File: src/rtl/slice_pkg.sv
package slice_pkg;

    parameter int unsigned DW   = 4;
    parameter int unsigned AW   = 4;
    parameter int unsigned NREG = 4;
    parameter int unsigned OPW  = 4;

    localparam int unsigned DEPTH = 1 << AW;
    localparam int unsigned IW    = NREG + AW + OPW;
    localparam int unsigned RIDX  = $clog2(NREG);

    typedef logic [DW-1:0] word_t;

    typedef enum logic [OPW-1:0] {
        OP_ADD  = 4'd0,
        OP_SUB  = 4'd1,
        OP_CMP  = 4'd2,
        OP_SHL  = 4'd3,
        OP_SHR  = 4'd4,
        OP_ROL  = 4'd5,
        OP_ROR  = 4'd6,
        OP_AND  = 4'd7,
        OP_OR   = 4'd8,
        OP_NOT  = 4'd9,
        OP_MOVA = 4'd10,
        OP_MOVB = 4'd11,
        OP_MOVC = 4'd12,
        OP_MOVD = 4'd13,
        OP_NOPE = 4'd14,
        OP_NOPF = 4'd15
    } opcode_e;

    typedef struct packed {
        logic [NREG-1:0] sel;
        logic [AW-1:0]   addr;
        opcode_e         op;
    } instr_t;

    typedef struct packed {
        word_t value;
        logic  carry;
    } alu_out_t;

    typedef struct packed {
        logic [RIDX-1:0] operand_idx;
        logic [AW-1:0]   ram_addr;
        opcode_e         op;
        logic [NREG-1:0] reg_we;
        logic            is_move;
        logic            is_alu;
    } ctrl_t;

    // Lowest set bit of the one-hot select wins; an empty select picks B.
    function automatic logic [RIDX-1:0] pick_operand(input logic [NREG-1:0] sel);
        logic [RIDX-1:0] idx;
        idx = RIDX'(1);
        for (int i = NREG - 1; i >= 0; i--) begin
            if (sel[i]) idx = RIDX'(i);
        end
        return idx;
    endfunction

    function automatic logic op_is_move(input opcode_e op);
        return (op == OP_MOVA) || (op == OP_MOVB) || (op == OP_MOVC) || (op == OP_MOVD);
    endfunction

    function automatic logic op_is_alu(input opcode_e op);
        return (4'(op) <= 4'(OP_NOT));
    endfunction

endpackage

File: src/rtl/slice_ram.sv
module slice_ram
    import slice_pkg::*;
#(
    parameter int unsigned W  = DW,
    parameter int unsigned A  = AW,
    localparam int unsigned N = 1 << A
) (
    input  logic         clk,
    input  logic         rst,
    input  logic         we,
    input  logic [A-1:0] waddr,
    input  logic [W-1:0] wdata,
    input  logic [A-1:0] raddr,
    output logic [W-1:0] rdata
);

    logic [W-1:0] mem [N];

    always_ff @(posedge clk) begin
        if (we) mem[waddr] <= wdata;
    end

    // Read returns the stored word; a write on the same edge is seen next cycle.
    assign rdata = mem[raddr];

    assert_ram_write_R2: assert property (@(posedge clk) disable iff (rst)
        we |=> (mem[$past(waddr)] == $past(wdata)));

endmodule

File: src/rtl/slice_regfile.sv
module slice_regfile
    import slice_pkg::*;
#(
    parameter int unsigned W = DW,
    parameter int unsigned R = NREG
) (
    input  logic                clk,
    input  logic                rst,
    input  logic [R-1:0]        we,
    input  logic                src_mem,
    input  logic [W-1:0]        mem_word,
    input  logic [W-1:0]        alu_word,
    output logic [R-1:0][W-1:0] regs
);

    logic [W-1:0] wdata;

    assign wdata = src_mem ? mem_word : alu_word;

    for (genvar g = 0; g < R; g++) begin : g_reg
        always_ff @(posedge clk) begin
            if (rst)        regs[g] <= '0;
            else if (we[g]) regs[g] <= wdata;
        end
    end

    assert_single_write_R3: assert property (@(posedge clk) disable iff (rst)
        $onehot0(we));

endmodule

File: src/rtl/slice_decoder.sv
module slice_decoder
    import slice_pkg::*;
(
    input  logic [IW-1:0] instr,
    output ctrl_t         ctrl
);

    instr_t            fields;
    logic [OPW-1:0]    move_off;

    assign fields   = instr_t'(instr);
    assign move_off = 4'(fields.op) - 4'(OP_MOVA);

    always_comb begin
        ctrl.operand_idx = pick_operand(fields.sel);
        ctrl.ram_addr    = fields.addr;
        ctrl.op          = fields.op;
        ctrl.is_move     = op_is_move(fields.op);
        ctrl.is_alu      = op_is_alu(fields.op);
        ctrl.reg_we      = '0;
        if (ctrl.is_move) begin
            ctrl.reg_we[move_off[RIDX-1:0]] = 1'b1;
        end else if (ctrl.is_alu && (fields.op != OP_CMP)) begin
            ctrl.reg_we[0] = 1'b1;
        end
    end

endmodule

File: src/rtl/slice_alu.sv
module slice_alu
    import slice_pkg::*;
#(
    parameter int unsigned W = DW
) (
    input  opcode_e      op,
    input  logic [W-1:0] a,
    input  logic [W-1:0] b,
    input  logic         cin,
    output alu_out_t     res
);

    logic [W:0] sum_add;
    logic [W:0] sum_sub;
    logic [W:0] sum_cmp;

    assign sum_add = {1'b0, a} + {1'b0, b} + {{W{1'b0}}, cin};
    assign sum_sub = {1'b0, a} + {1'b0, ~b} + {{W{1'b0}}, cin};
    assign sum_cmp = {1'b0, a} + {1'b0, ~b} + {{W{1'b0}}, 1'b1};

    always_comb begin
        res = '0;
        case (op)
            OP_ADD: res = '{value: sum_add[W-1:0], carry: sum_add[W]};
            OP_SUB: res = '{value: sum_sub[W-1:0], carry: sum_sub[W]};
            OP_CMP: res = '{value: sum_cmp[W-1:0], carry: sum_cmp[W]};
            OP_SHL: res = '{value: {a[W-2:0], 1'b0}, carry: a[W-1]};
            OP_SHR: res = '{value: {1'b0, a[W-1:1]}, carry: a[0]};
            OP_ROL: res = '{value: {a[W-2:0], a[W-1]}, carry: a[W-1]};
            OP_ROR: res = '{value: {a[0], a[W-1:1]}, carry: a[0]};
            OP_AND: res = '{value: a & b, carry: 1'b0};
            OP_OR:  res = '{value: a | b, carry: 1'b0};
            OP_NOT: res = '{value: ~a, carry: 1'b0};
            default: res = '0;
        endcase
    end

endmodule

File: src/rtl/nibble_slice_cpu.sv
module nibble_slice_cpu
    import slice_pkg::*;
(
    input  logic          clk,
    input  logic          rst,
    input  logic [IW-1:0] instr,
    input  logic          wr_en,
    input  logic [AW-1:0] wr_addr,
    input  logic [DW-1:0] wr_data,
    input  logic          carry_in,
    output logic [DW-1:0] result,
    output logic          carry_out
);

    ctrl_t                    ctrl;
    word_t                    mem_word;
    logic [NREG-1:0][DW-1:0]  regs;
    word_t                    operand_b;
    alu_out_t                 alu_res;
    word_t                    result_q;
    logic                     carry_q;

    slice_decoder u_dec (
        .instr (instr),
        .ctrl  (ctrl)
    );

    slice_ram #(.W(DW), .A(AW)) u_ram (
        .clk   (clk),
        .rst   (rst),
        .we    (wr_en),
        .waddr (wr_addr),
        .wdata (wr_data),
        .raddr (ctrl.ram_addr),
        .rdata (mem_word)
    );

    slice_regfile #(.W(DW), .R(NREG)) u_regs (
        .clk      (clk),
        .rst      (rst),
        .we       (ctrl.reg_we),
        .src_mem  (ctrl.is_move),
        .mem_word (mem_word),
        .alu_word (alu_res.value),
        .regs     (regs)
    );

    assign operand_b = regs[ctrl.operand_idx];

    slice_alu #(.W(DW)) u_alu (
        .op  (ctrl.op),
        .a   (regs[0]),
        .b   (operand_b),
        .cin (carry_in),
        .res (alu_res)
    );

    always_ff @(posedge clk) begin
        if (rst) begin
            result_q <= '0;
            carry_q  <= 1'b0;
        end else if (ctrl.is_move) begin
            result_q <= mem_word;
            carry_q  <= 1'b0;
        end else if (ctrl.is_alu) begin
            result_q <= alu_res.value;
            carry_q  <= alu_res.carry;
        end
    end

    assign result    = result_q;
    assign carry_out = carry_q;

    assert_reset_clear_R1: assert property (@(posedge clk)
        rst |=> (result == '0) && !carry_out && (regs == '0));

    assert_move_output_R3: assert property (@(posedge clk) disable iff (rst)
        (instr[OPW-1:0] >= 4'(OP_MOVA) && instr[OPW-1:0] <= 4'(OP_MOVD))
        |=> (result == $past(mem_word)) && !carry_out);

    assert_cmp_no_write_R7: assert property (@(posedge clk) disable iff (rst)
        (instr[OPW-1:0] == 4'(OP_CMP)) |=> $stable(regs));

    assert_logic_carry_R10: assert property (@(posedge clk) disable iff (rst)
        (instr[OPW-1:0] >= 4'(OP_AND) && instr[OPW-1:0] <= 4'(OP_NOT)) |=> !carry_out);

    assert_nop_hold_R12: assert property (@(posedge clk) disable iff (rst)
        (instr[OPW-1:0] >= 4'(OP_NOPE))
        |=> $stable(result) && $stable(carry_out) && $stable(regs));

endmodule

File: config.mk
export PLATFORM = sky130hd
export DESIGN_NAME = nibble_slice_cpu
export DESIGN_NICKNAME = d
export VERILOG_FILES = /design/src/rtl/slice_pkg.sv /design/src/rtl/slice_ram.sv /design/src/rtl/slice_regfile.sv /design/src/rtl/slice_decoder.sv /design/src/rtl/slice_alu.sv /design/src/rtl/nibble_slice_cpu.sv
export SDC_FILE = /design/constraint.sdc
export NUM_CORES = 1
export LEC_CHECK = 0
export BUFFER_PORTS_ARGS = -buffer_cell sky130_fd_sc_hd__buf_2
export CORE_ASPECT_RATIO = 0.7
export CORE_MARGIN = 2
export CORE_UTILIZATION = 45
export DETAILED_ROUTE_END_ITERATION = 12
export HOLD_SLACK_MARGIN = 0.05
export PLACE_DENSITY = 0.74
export SLEW_MARGIN = 10
export SYNTH_ARGS = -nofsm -noshare
export SYNTH_HDL_FRONTEND = slang
export SYNTH_SLANG_ARGS = --single-unit
File: constraint.sdc
create_clock -name clk -period 3.4 [get_ports clk]
set_input_delay 0.68 -clock clk [delete_from_list [all_inputs] [get_ports clk]]
set_output_delay 0.68 -clock clk [all_outputs]
set_load 0.01 [all_outputs]
== After elaboration in Yosys (flattened, before gate mapping) ==
Memories as Yosys holds them, arrays and structs flattened.
Cells that the tools add are included.

* Bits in registers: 21
* Latch bits: 0
* RAM bits: 64
* Memory bits (read-only): 0
* Logic and storage cells: 60
* Memories kept: 1

* $add $sub $neg: 6
* Multiply operators: 0
* Divide/modulo/power cells: 0
* Order comparisons: 4
* Eq/ne operators: 14
* Shift operators: 0
* Mux-type cells: 17
* Bitwise operators: 4
* Reduce and logical (&&, ||, !) cells: 8

{| class="wikitable"
|+ Memory list
! memory !! words !! width !! read ports !! clocked after memory_dff !! wr ports !! line !! RTL
|-
| u_ram.mem || 16 || 4 || 1 || 0 || 1 || slice_ram.sv:17 || <nowiki>logic [W-1:0] mem [N];</nowiki>
|}

{| class="wikitable"
|+ Operators by type and width
! kind !! count
|-
| $pmux 5 s10 || 1
|-
| $eq 4x4->1 const B || 6
|-
| $eq 4x3->1 const B || 4
|-
| $mux 4 || 4
|-
| $add 4x4->5 || 2
|-
| $add 5x1->5 || 2
|-
| $bmux 4 s2 || 1
|-
| $eq 4x2->1 const B || 2
|-
| $mux 2 || 4
|-
| $not 4->4 || 2
|-
| $lt 2x3->1 const B || 2
|-
| $add 5x1->5 const B || 1
|-
| $mux 1 || 5
|-
| $and 4x4->4 || 1
|-
| $eq 4x1->1 const B || 1
|-
| $le 4x4->1 const B || 1
|-
| $logic_not 4->1 || 1
|-
| $ne 4x2->1 const B || 1
|-
| $or 4x4->4 || 1
|-
| $logic_or 1x1->1 || 3
|-
| $mux 3 || 1
|-
| $demux 1 s2 || 1
|-
| $ge 2x1->1 const B || 1
|-
| $logic_and 1x1->1 || 2
|-
| other kinds (3) || 3
|}

== Logic depth before layout (Yosys ltp) ==
Gate-level depths: netlist (run 1).

* Depth in word-level cells: 12
* Mapped depth: 15

== By module ==
From an unflattened synthesis (run 1), not the netlist that was laid out.

* Cell total of the unflattened synthesis: 369
* Area total of the unflattened synthesis: 4633.2 um2

{| class="wikitable"
|+ By module, submodules not included
! module !! instances !! cells each !! area each (um2) !! seq. area each (um2)
|-
| slice_ram || 1 || 126 || 2586.2 || 1921.8
|-
| slice_alu || 1 || 137 || 1002.2 || 0.0
|-
| slice_regfile || 1 || 59 || 571.8 || 320.3
|-
| nibble_slice_cpu || 1 || 25 || 326.6 || 100.1
|-
| slice_decoder || 1 || 22 || 146.4 || 0.0
|}

== Worst setup path before layout (run 1) ==
No wires, ideal clock.

* Path type: input-to-reg
* From: input port instr[9]
* To: register u_regs.regs[1] (netlist name)
* Library setup time: 0.123 ns
* Data arrival time: 3.522 ns
* Slack: -0.246 ns
* Stages: 14
* Buffers on the path: 0
* Cell sequence: inv_1 a21oi_1 mux2_2 o22a_1 nor2_1 or2_2 ha_1 fa_1 ha_1 a221oi_1 a211oi_1 a2111o_1 nor2_1 a211oi_1

* Word-level cells in the longest chain between the ends: 9
* Elaborated cells between the ends (all ways): 14
* Classes of those cells: add/sub: 5; mux: 6; bitwise: 3

{| class="wikitable"
|+ RTL lines
! what !! line !! RTL
|-
| start: declaration || nibble_slice_cpu.sv:6 || <nowiki>input logic [IW-1:0] instr,</nowiki>
|-
| $mux 2 (*) (2 in a row) || slice_pkg.sv:58 || <nowiki>if (sel[i]) idx = RIDX'(i);</nowiki>
|-
| $bmux 4 s2 (*) || nibble_slice_cpu.sv:48 || <nowiki>assign operand_b = regs[ctrl.operand_idx];</nowiki>
|-
| $mux 4 (not written as such) (*) || nibble_slice_cpu.sv:48 ||
|-
| $not 4->4 || slice_alu.sv:18, slice_alu.sv:19 ||
|-
| $add 4x4->5 || slice_alu.sv:18, slice_alu.sv:19 ||
|-
| $add 5x1->5 (on tied branches) || slice_alu.sv:19, slice_alu.sv:18 ||
|-
| $pmux 5 s10 (*) || slice_alu.sv:23 || <nowiki>case (op)</nowiki>
|-
| $mux 4 (*) || slice_regfile.sv:18 || <nowiki>assign wdata = src_mem ? mem_word : alu_word;</nowiki>
|-
| end signal: indexed assignment || slice_regfile.sv:23 || <nowiki>else if (we[g]) regs[g] <= wdata;</nowiki>
|-
| end: declaration || slice_regfile.sv:13 || <nowiki>output logic [R-1:0][W-1:0] regs</nowiki>
|}

Mark *: on every way between the ends. The rest lies on a longest branch, timed or not. The select of a mux whose other input is x is not followed.
A chain may end at the register's enable or synchronous reset.

== Worst setup path after layout (run 1) ==
* From: input port instr[10]
* To: register u_regs.regs[1] (netlist name)

* Word-level cells in the longest chain between the ends: 10
* Elaborated cells between the ends (all ways): 15
* Classes of those cells: add/sub: 5; mux: 7; bitwise: 3

{| class="wikitable"
|+ RTL lines
! what !! line
|-
| $mux 2 (*) (3 in a row) || slice_pkg.sv:58
|-
| $bmux 4 s2 (*) || nibble_slice_cpu.sv:48
|-
| $mux 4 (not written as such) (*) || nibble_slice_cpu.sv:48
|-
| $not 4->4 || slice_alu.sv:18, slice_alu.sv:19
|-
| $add 4x4->5 || slice_alu.sv:18, slice_alu.sv:19
|-
| $add 5x1->5 (on tied branches) || slice_alu.sv:19, slice_alu.sv:18
|-
| $pmux 5 s10 (*) || slice_alu.sv:23
|-
| $mux 4 (*) || slice_regfile.sv:18
|}

Marked as above.

==> results of run 1 <==
cell type report:
cell class	count	area (um2)
Clock buffer	9	225
Clock inverter	7	145
Sequential cell	85	2340
Multi-Input combinational cell	252	2040
Timing Repair Buffer	52	320
Tap cell	128	160
Inverter	13	48.8
Fill cell	803	4480
state kept, by name, indices dropped and copies added (netlist names):
register     flops
carry_out        1
result           4
u_regs.regs     16
u_ram.mem       64
path summary, 6_finish.rpt:
check	start	to	slack (ps)	cells past startpoint
worst max-delay path	instr[10]	u_regs.regs[1]	120	14
worst min-delay path	u_regs.regs[14]	u_regs.regs[14]	490	2
worst min register to register	u_regs.regs[14]	u_regs.regs[14]	490	2
worst max register to register	u_regs.regs[0]	u_regs.regs[1]	430	13
cell usage in the layout, fill, tap and decap left out, types with 4 or more instances in the layout:
master and count:
o21ai_0 9, mux2i_1 29, nand3b_1 4, ha_1 16, nand2_1 18, o22ai_1 9
inv_1 10, a21oi_1 16, clkbuf_16 9, nor2_1 47, nand2b_1 5, mux4_1 4
a211oi_1 6, bufinv_16 4, buf_2 28, mux2_2 4, dfxtp_1 21, nor3_1 8
nand3_1 9, a311oi_1 4, edfxtp_1 64, buf_4 24, mux4_2 8, o22a_1 5
logic make-up after synthesis:
| family | after synthesis | synth area share (%) |
|---|---|---|
| buffers and inverters | 29 | 4.82 |
| DFF | 85 | 51.6 |
| AOI/OAI and AO/OA | 71 | 11.4 |
| muxes | 46 | 13.9 |
| and+or+nand+nor | 109 | 11.2 |
| xor gates and xnor gates | 6 | 1.16 |
| adders and majority gates | 20 | 6.01 |
through the flow:
stage                     power [mW]  instances  setup slack (ps)
after floorplan                 1.51        366              4.29
after global placement          1.66        529              -211
after detailed placement        1.68        529              -279
after CTS                       2.87        545              62.3
after global routing            2.98        546             -43.6
final                           2.88        546               117
layer usage:
metal  up-vias  part of all wire [%]  track usage (%)
met4         0                   1.6             6.23
met5         -                     0                0
li1       1490                     -                -
met2       140                    44             29.3
met1      1522                    46             28.8
met3        17                   7.7             5.14
critical path, stage by stage:
cell      delay, ps
buf_2           120
a21oi_4         160
buf_4           130
mux2_2          340
o22a_1          200
nor2_2          100
or2_4           140
fa_2            470
ha_1            300
a221oi_2        250
a211oi_1        110
a2111o_1        330
nor2_1          100
a211oi_1         50
power by group:
group	switching [mW]	leakage, nW	total [mW]	internal [mW]
logic	0.291	1.05	0.523	0.232
registers	0.0160	0.750	1.16	1.15
clock network	0.398	0.176	1.19	0.796
what timing repair did:
action | in CTS | in global routing
endpoints found under the setup margin | 0 | 5
endpoints found under the hold margin | 0 | 0
gates resized for setup | 0 | 6
buffers inserted | 0 | 1
==> run_results.csv, run 1 <==
group,metric,value,unit
clock_tree,cts_tree,"done",
synthesis,synthesis.area,4540,um2
synthesis,ys_warn_count,0,
clock_tree,cts_buffers,9,
clock_tree,cts_max_level,3,
power_and_ir_drop,vdd_ir_drop_max,0.272,mV
placement,portBuffers,28,
detailed_routing,routedWlPerCell,18.8,um
status,status,"completed",
synthesis,synth_cells,366,
sta,worstMarginPinSlew,834,ps
final_layout,syn_to_final_growth,16.3,%
sta,fin_tns_setup,0,ps
sta,fin_crit_sh,96.6,%
placement,postPlaceCellArea,4880,um2
critical_path,cp-start-kind,"input pin",
run,maxCapViolCount,0,
synthesis,syn_area_per_cell,12.4,um2
critical_path,crit_required,3610,ps
detailed_routing,drcViolationCount,0,
sta,drv_slew,0,
synthesis,synth_nets,410,
synthesis,synth-edff-count,64,
floorplanning,die_x,124,um
final_layout,diodes,0,
sta,hold_violations,0,
synthesis,ys_ff_latch,85,
detailed_routing,via_per_inst,5.80,
placement,hpwl,7.33,mm
clock_tree,clock_tree.root_cell,"clkbuf_16",
floorplanning,dieArea,10900,um2
critical_path,cp-end-kind,"flop",
floorplanning,die_h,88.0,um
detailed_routing,vias,3169,
floorplanning,start_util,46.5,%
sta,slew_headroom,44.0,%
sta,finClkSkew,10.3,ps
floorplanning,io_pins,29,
global_routing,grt_pass1_vias,3043,
final_layout,num-nets-final,457,
synthesis,synthFlopType,"edfxtp_1",
critical_path,cp_max_fo,4,
floorplanning,core_area,9760,um2
final_layout,postLayoutCoreUtil,54.1,%
clock_tree,clk-insertion-delay-late,330,ps
final_layout,finalInstanceArea,5280,um2
synthesis,synthArstFlopShare,0,%
worst_hold_path,min_path_type,"reg -> reg",
sta,fmax,305,MHz
synthesis,ys_seq_area_share,51.6,%
synthesis,synth_cell_types,54,
global_routing,grt-ovfl-total,0,
synthesis,synth_area_leader_cell,"edfxtp_1",
power_and_ir_drop,leakagePower,1.97,nW
placement,finalWeightedCongestion,0.918,
global_routing,antenna_found_initial,0,
synthesis,synth.most_common_cell,"edfxtp_1",
clock_tree,path_clk_slew,70,ps
critical_path,arrival,3490,ps
clock_tree,clock_sinks,85,
floorplanning,rows,30,
synthesis,ys_top_cells_by_count,"64 x edfxtp_1, 49 x nor2_1, 29 x mux2i_1",
sta,holdWs,494,ps
clock_tree,cts.path.max_buffers,2,
sta,rsz0062_at_grt,"yes",
synthesis,synth.top_cell.area_share,42.3,%
sta,setup_viol,0,
detailed_routing,drtPass1Iterations,5,
detailed_routing,ant_nets,0,
synthesis,synthTopCellsByArea,"edfxtp_1 42%, dfxtp_1 9.3%, mux2i_1 6.4%, ha_1 4.7%, nor2_1 4.1%",
clock_tree,holdBufCountCts,0,
sta,min_period,3280,ps
detailed_routing,drt-initial-drc-count,460,
power_and_ir_drop,power.density,545,nW/um2
global_routing,grt_pass1_wl,16.0,mm
detailed_routing,wl,10.3,mm
global_routing,grt_usage,19.8,%
critical_path,crit_type,"in -> reg",
global_routing,grt_max_degree,25,
final_layout,drive_gt1_share,24.2,%
No activity file was read; power rests on OpenSTA's default activity.
==> inputs of run 2 (changes only) <==
--- a/config.mk
+++ b/config.mk
@@ -8,10 +8,10 @@
 export BUFFER_PORTS_ARGS = -buffer_cell sky130_fd_sc_hd__buf_2
 export CORE_ASPECT_RATIO = 0.7
 export CORE_MARGIN = 2
-export CORE_UTILIZATION = 45
+export CORE_UTILIZATION = 52
 export DETAILED_ROUTE_END_ITERATION = 12
 export HOLD_SLACK_MARGIN = 0.05
-export PLACE_DENSITY = 0.74
+export PLACE_DENSITY = 0.83
 export SLEW_MARGIN = 10
 export SYNTH_ARGS = -nofsm -noshare
 export SYNTH_HDL_FRONTEND = slang
==> run_results.csv, run 2 (synthesized netlist as in run 1, its figures left out) <==
group,metric,value,unit
final_layout,drive_gt1_share,27.0,%
power_and_ir_drop,leakagePower,1.98,nW
sta,min_period,3310,ps
clock_tree,cts_max_level,3,
global_routing,grt_usage,23.2,%
clock_tree,cts_buffers,9,
clock_tree,clock_tree.root_cell,"clkbuf_16",
critical_path,crit_required,3610,ps
power_and_ir_drop,combPwrFrac,21.3,%
placement,portBuffers,28,
final_layout,postLayoutCoreUtil,63.0,%
floorplanning,core_area,8480,um2
critical_path,crit_chain,"buf_8 -> inv_4 -> a21oi_4 -> mux2_4 -> o22a_1 -> nor2_2 -> or2_4 -> ha_4 -> fa_2 -> buf_6 -> ha_4 -> a221o_1 -> a311oi_2 -> buf_4 -> a211oi_2",
critical_path,cp_max_fo,3,
final_layout,regMostFlops,"u_ram.mem",
final_layout,syn_to_final_growth,17.6,%
sta,setup_viol,0,
detailed_routing,wl,10.6,mm
critical_path,arrival,3510,ps
sta,worstMarginPinSlew,774,ps
power_and_ir_drop,clockPowerShare,37.3,%
clock_tree,clk-insertion-delay-late,330,ps
clock_tree,cts.path.max_buffers,2,
detailed_routing,ant_nets,0,
global_routing,antenna_found_initial,0,
detailed_routing,drcViolationCount,0,
clock_tree,cts_tree,"done",
detailed_routing,via_per_inst,6.08,
global_routing,grt_pass1_wl,16.4,mm
critical_path,cp-end-kind,"flop",
sta,finClkSkew,5.62,ps
worst_hold_path,min_from,"u_regs.regs[13]",
critical_path,slowest_stage,"fa_2",
critical_path,cp_top_family,"compound AO/OA/AOI/OAI gates",
critical_path,rr_endpoint,"u_regs.regs[1]",
power_and_ir_drop,p_sw,0.736,mW
worst_hold_path,min_path_type,"reg -> reg",
power_and_ir_drop,swShare,26.2,%
floorplanning,io_pins,29,
detailed_routing,vias,3298,
detailed_routing,drt-initial-drc-count,289,
detailed_routing,drtPass1Iterations,5,
final_layout,diodes,0,
floorplanning,die_h,82.2,um
critical_path,max_stage_delay,470,ps
worst_hold_path,min_to,"u_regs.regs[13]",
power_and_ir_drop,p_total,2.81,mW
critical_path,cp-start-kind,"input pin",
sta,hold_violations,0,
placement,postPlaceCellArea,4880,um2
sta,fmax,302,MHz
critical_path,r2r-start,"u_regs.regs[0]",
critical_path,cp_common_cell,"ha_4",
placement,finalWeightedCongestion,0.939,
power_and_ir_drop,p_int,2.07,mW
critical_path,worst_r2r_path_depth,13,
placement,hpwl,7.34,mm
global_routing,grt_max_degree,25,
clock_tree,holdBufCountCts,0,
power_and_ir_drop,power.density,525,nW/um2
power_and_ir_drop,vdd_ir_drop_max,0.380,mV
floorplanning,die_x,116,um
sta,rsz0062_at_grt,"yes",
sta,slew_headroom,48.0,%
floorplanning,start_util,53.6,%
sta,fin_crit_sh,97.3,%
power_and_ir_drop,seq_power_share,41.4,%
critical_path,crit_type,"in -> reg",
floorplanning,dieArea,9510,um2
run,maxCapViolCount,0,
global_routing,grt-ovfl-total,0,
final_layout,final_cell_mix,"64 x edfxtp_1, 46 x nor2_1, 29 x mux2i_1",
sta,worst_slack,92.9,ps
worst_hold_path,min_path_cells,2,
placement,preCtsSetupSlack,-237,ps
floorplanning,rows,28,
detailed_routing,routedWlPerCell,19.5,um
critical_path,crit_buf_inv,4,
clock_tree,clock_sinks,85,
final_layout,finalInstanceArea,5340,um2
final_layout,num-nets-final,461,
global_routing,grt_pass1_vias,3030,
clock_tree,path_clk_slew,60,ps
final_layout,largest_register_ffs,64,
critical_path,reg2reg_slack,370,ps
final_layout,final_common_cell,"edfxtp_1",
sta,drv_slew,0,
status,status,"completed",
==> run 2: repair_timing <==
item,CTS,global route
gates resized for setup,0,22
buffers inserted,0,3
endpoints found under the setup margin,0,7
==> run 2: layout make-up <==
| cell class | count | area (um2) |
|---|---|---|
| fill | 609 | 3140 |
| sequential | 85 | 2340 |
| multi-input combinational | 252 | 2100 |
| timing repair buffer | 56 | 370 |
| clock buffer | 9 | 225 |
| tap | 120 | 150 |
| clock inverter | 7 | 97.6 |
| inverter | 13 | 51.3 |
==> run 2: stage by stage <==
| stage | cells | setup TNS [ps] | hold slack [ps] |
|---|---|---|---|
| floorplan | 366 | 0 | 454 |
| global placement | 523 | -879 | 469 |
| detailed placement | 523 | -1430 | 469 |
| CTS | 539 | 0 | 481 |
| global route | 542 | -196 | 519 |
| finish | 542 | 0 | 483 |
==> run 2: worst max path at each step <==
stage                                end  cells after the start  startpoint  slack, ps
final                     u_regs.regs[2]                     15    instr[9]         90
after global routing      u_regs.regs[1]                     15    instr[9]        -70
after CTS                      carry_out                     14   instr[10]        110
after detailed placement  u_regs.regs[1]                     14   instr[10]       -240
after global placement         result[1]                     14   instr[10]       -170
after floorplan           u_regs.regs[1]                     14    instr[9]          4
==> run 2: per-layer routing <==
metal  track usage [%]  vias up  share of wire (%)  wire length, um
met1              32.7     1602                 42             4430
met2              35.8      179                 46             4900
li1                  -     1489                  -                -
met5                 0        -                  0                0
met4              6.90        0                2.4              255
met3              6.28       28                9.2              967
==> run 2: worst reg2reg max path, delay by kind of cell (launching register included) <==
kind / cells / cell delay, ps
AND/OR/NAND/NOR: 4 / 630
multiplexers: 1 / 180
buffers and inverters: 1 / 70
adder cells (fa/ha/maj): 2 / 790
AO/OA/AOI/OAI: 5 / 830
flip-flops: 1 / 400
==> run 2: power by group through the flow <==
stage               clock (mW)  combinational, mW  sequential, mW
floorplan                    0              0.323            1.19
global placement             0              0.495            1.18
detailed placement           0              0.508            1.18
CTS                       1.05              0.513            1.16
global route              1.10              0.642            1.16
finish                    1.05              0.598            1.16
